### src/rtl/watchdog_mmr.sv
module watchdog_mmr #(
  parameter int          ADDR_W    = 8,
  parameter int          ILEN_W    = 8,
  parameter logic [31:0] LOAD_INIT = 32'h03EF_1480,
  parameter logic [31:0] KICK_KEY  = 32'h0000_5AB9,
  parameter logic [31:0] ID_WORD   = 32'h0001_0601
) (
  input  logic              clk,
  input  logic              rst_n,
  input  logic [ADDR_W-1:0] bus_addr,
  input  logic              bus_we,
  input  logic [31:0]       bus_wdata,
  output logic [31:0]       bus_rdata,
  input  logic              tick,
  output logic              irq_o,
  output logic              rst_req_o,
  output logic              ext_o
);
  localparam int CTRL_W = 5;

  logic [31:0]       load, cnt;
  logic [CTRL_W-1:0] ctrl;
  logic [ILEN_W-1:0] ilen;
  logic              expired;

  logic       mapped;
  logic [2:0] sel;
  assign mapped = (bus_addr[1:0] == 2'b00) && (bus_addr[ADDR_W-1:5] == '0);
  assign sel    = bus_addr[4:2];

  logic wr_load, wr_kick, wr_ctrl, wr_clr, wr_ilen;
  assign wr_load = bus_we && mapped && sel == 3'd1;
  assign wr_kick = bus_we && mapped && sel == 3'd2;
  assign wr_ctrl = bus_we && mapped && sel == 3'd3;
  assign wr_clr  = bus_we && mapped && sel == 3'd5;
  assign wr_ilen = bus_we && mapped && sel == 3'd6;

  logic start, kick, step, fire;
  assign start = wr_ctrl && bus_wdata[0] && !ctrl[0];
  assign kick  = wr_kick && ctrl[0] && bus_wdata == KICK_KEY;
  assign step  = ctrl[0] && tick && cnt != '0 && !start && !kick;
  assign fire  = step && cnt == 32'd1;

  always_ff @(posedge clk or negedge rst_n) begin
    if (!rst_n) begin
      load    <= LOAD_INIT;
      cnt     <= LOAD_INIT;
      ctrl    <= '0;
      ilen    <= '0;
      expired <= 1'b0;
    end else begin
      if (wr_load) load <= bus_wdata;
      if (wr_ctrl) ctrl <= bus_wdata[CTRL_W-1:0];
      if (wr_ilen) ilen <= bus_wdata[ILEN_W-1:0];
      if (start || kick) cnt <= load;
      else if (step)     cnt <= cnt - 32'd1;
      if (fire)                      expired <= 1'b1;
      else if (wr_clr && bus_wdata[1]) expired <= 1'b0;
    end
  end

  logic [31:0] live;
  assign live = !ctrl[0] ? load : (cnt < load ? cnt : load);

  always_comb begin
    bus_rdata = '0;
    if (mapped) begin
      case (sel)
        3'd0: bus_rdata = live;
        3'd1: bus_rdata = load;
        3'd3: bus_rdata = {{(32-CTRL_W){1'b0}}, ctrl};
        3'd4: bus_rdata = {30'd0, expired, 1'b0};
        3'd6: bus_rdata = {{(32-ILEN_W){1'b0}}, ilen};
        3'd7: bus_rdata = ID_WORD;
        default: bus_rdata = '0;
      endcase
    end
  end

  assign rst_req_o = expired && ctrl[1];
  assign irq_o     = expired && ctrl[2];
  assign ext_o     = expired && ctrl[3];
endmodule

### config.mk
export PLATFORM = sky130hd
export DESIGN_NAME = watchdog_mmr
export DESIGN_NICKNAME = d
export VERILOG_FILES = /design/src/rtl/watchdog_mmr.sv
export SDC_FILE = /design/constraint.sdc
export NUM_CORES = 1
export LEC_CHECK = 0
export ABC_AREA = 1
export BUFFER_PORTS_ARGS = -buffer_cell sky130_fd_sc_hd__clkbuf_2
export CORE_MARGIN = 5
export CORE_UTILIZATION = 45
export CTS_CLUSTER_SIZE = 20
export DETAILED_ROUTE_END_ITERATION = 10
export PLACE_DENSITY_LB_ADDON = 0.2
export SLEW_MARGIN = 20
export SYNTH_ARGS = -nofsm -noshare
export SYNTH_HDL_FRONTEND = slang
export SYNTH_SLANG_ARGS = --single-unit
### constraint.sdc
create_clock -name clk -period 7.45 [get_ports clk]
set_input_delay 1.49 -clock clk [delete_from_list [all_inputs] [get_ports clk]]
set_output_delay 1.49 -clock clk [all_outputs]
set_load 0.05 [all_outputs]
==> results.md <==
- Post-placement cell area: 0.00656 mm²
- Cell leakage power: 3.24 nW
- Fin. max-slew vios: 0
- Vias per cell: 5.29
- Num CTS Buffers: 9
- Max Root-Sink Buffers: 2
- Status: finished, final reports clean
- Seq/Total Area, Yosys: 32.5%
- PD cells: 275 mW/mm²
- Minimum clock period: between 5000 and 6000 ps
- Top delay family on crit path: simple AND/OR/NAND/NOR gates
- Mean Syn Cell Area: between 7 and 8 µm²
- Layout Utilization: between 50% and 60%
- Setup crit start kind: flip-flop
- Final wirelength: 17500 µm
- H-tree levels: 3
- Post-synth EDFFs: 0
- Top cell by count, worst path: nand2_1
- Clock skew: 9.11 ps
- Clock sinks: 78
- Minimum setup slack among reg-to-reg paths: 4510 ps
- GR Overflow Total: 0
- Placer congestion estimate: 0.870
- Critical path endpoint category: output pin
- Via count: 5803
- I/O pin cnt: 79
- Mapped Cells: 856
- Async SR Flop Fraction: 100%
- #FFs+latches synth: 78
- Synth top cells by count: nand2_1 (205), inv_1 (110), nand3_1 (77)
- CP Class: flip-flop to output pin
- Number of distinct library cells after synthesis: around 40
- First-pass GRT wire length: 29100 µm
- Clock slew seen by the registers of the worst setup and hold paths: 60 ps
- Setup_tns: 0 ps
- Critical Path, Cell by Cell: inv_1, ha_1, nand2_1, nor2_1, nor3_1, nand2_1, nand2_1, nand2_1, nand2_1, nand2_2, nand2_1, nand3_1, a21oi_1, clkbuf_2
- Syn_nets: 933
- DRT antenna net count: 0
- Die H: 126 µm
- Fin nets: 992
- Number of global-route vias before repair: 5726
- Ratio of cells with drive above 1 in the final layout: 19.0%
- Wirelength per Cell: between 15 and 20 µm
- Worst-Skew Late Latency: 360 ps
- Worst path bufs/invs: 2
- CTS Hold Buffers Added: 0
- RSZ-0062 raised after global routing: no
- Buffers added on ports: between 70 and 80
- Initial Utilization: a little under half
- Maxcap violations: 0
- Max IR drop VDD: 0.174 mV
- Worst slew margin: between 20% and 30%
- Max Clock Freq: 0.189 GHz
- Final setup fails: 0
- Final count of hold timing violations: 0
- Clk Tree Root Cell: clkbuf_16
- Slowest stage delay, CP: 670 ps
- Synth area leaders: dfrtp_1 (22%), nand2_1 (13%), dfstp_2 (10%)
- Most common cell in the netlist: nand2_1
- Die Width: 126 µm
- Die area: 0.0160 mm²
- Core Region: approximately 0.013 mm²
- Initial antenna violation count: 0
- Min-Delay Path Class: flip-flop to flip-flop
- Power, Total: 1.89 mW
- Area share of the largest cell type after synthesis: between 20 and 25%
- Worst slew pin tran: 1070 ps
- Ys Warns: 0
- Total GRT Usage: between 20% and 30%
- Post-CTS setup buffer count: 0
- Largest net degree at the start of global routing: 79
- Growth of design area from synthesis to finish: 12.9%
- Top cell type by total area after synthesis: dfrtp_1
- N_diodes: 0
- DRC: 0
- Post-cts gate resize count: 0
- First-pass iteration count of the detailed router: 5
- Final instance area: 0.00687 mm²
- Row cnt: 42
- CP Max Fanout: 52
- Synth Cell Area: between 0.006 and 0.007 mm²
- Most used DFF post-synth: dfrtp_1
- CP max stage cell: nand2_2
- Crit path DAT: 3810 ps
- HPWL Detailed: 12500 µm
- Worst Path Required: slightly below 6000 ps
- Fillers: 1374
- Period utilization: approximately 71%
- CTS tree: built
- Initial detailed-routing violation count: 337
report_power, final:
group	switching (mW)	internal (mW)	total (mW)
clock network	0.182	0.277	0.459
logic	0.478	0.305	0.783
registers	0.126	0.524	0.650
final cells by class:
class	instances	area, µm²	area share [%]
Multi-Input combinational cell	627	3500	50.9
Sequential cell	78	1980	28.8
Inverter	117	443	6.44
Timing Repair Buffer	82	427	6.21
Clock buffer	13	260	3.79
Tap cell	176	220	3.20
Clock inverter	3	42.5	0.619
logic make-up (layout without fill, tap and decap cells):
| family | after synthesis | count (layout) | synth area share [%] |
|---|---|---|---|
| buffers and inverters | 151 | 215 | 10.4 |
| AND/OR/NAND/NOR | 403 | 403 | 29.1 |
| AO/OA/AOI/OAI | 168 | 168 | 17.9 |
| XOR/XNOR | 23 | 23 | 3.31 |
| flip-flops | 78 | 78 | 32.5 |
| adder cells (fa/ha/maj) | 33 | 33 | 6.78 |
state kept, by name, summed over array words and instances (netlist names):
name / cells
load: 32
expired: 1
cnt: 32
ilen: 8
ctrl: 5
cell usage in the layout (no fill, tap or decap), drive strengths merged, types with 2 or more instances in the layout:
cell type  count
buf            5
ha            33
nor2          74
nand4         16
nand2        210
nor4           5
o2bb2ai        2
o211ai        22
or2            2
xor2          21
dfrtp         54
inv          114
clkbuf        90
xnor2          2
a22oi          3
nor3          18
o21ai         70
dfstp         24
o221ai         4
a221oi         5
clkinv         4
a21oi         58
nand3         78
tightest hold or removal path, cell delays in order (launching register included):
cell     delay [ps]
dfrtp_1         340
nand2_1          50
o21ai_0          60
final timing paths:
path | from | endpoint | depth (start not counted)
max reg2reg | cnt[0] | cnt[29] | 10
max in group asynchronous | rst_n | cnt[14] | 1
max | load[7] | bus_rdata[16] | 14
min reg2reg | load[4] | load[4] | 2
min | load[4] | load[4] | 2
min in group asynchronous | rst_n | load[1] | 1
through the flow:
| stage | setup WS (ps) | hold slack, ps | std cells |
|---|---|---|---|
| floorplan | 2840 | 453 | 856 |
| global placement | 2510 | 467 | 1080 |
| detailed placement | 2570 | 475 | 1080 |
| CTS | 2170 | 490 | 1096 |
| global route | 1890 | 515 | 1096 |
| finish | 2150 | 487 | 1096 |
layer usage:
layer,vias to the layer above,global-route usage [%],wire length (µm)
met5,-,0,0
met4,0,6.62,401
met3,27,5.13,994
met2,165,37.8,8380
met1,2671,29.0,7760
li1,2940,-,-
Power figures use the tool's default switching activity.
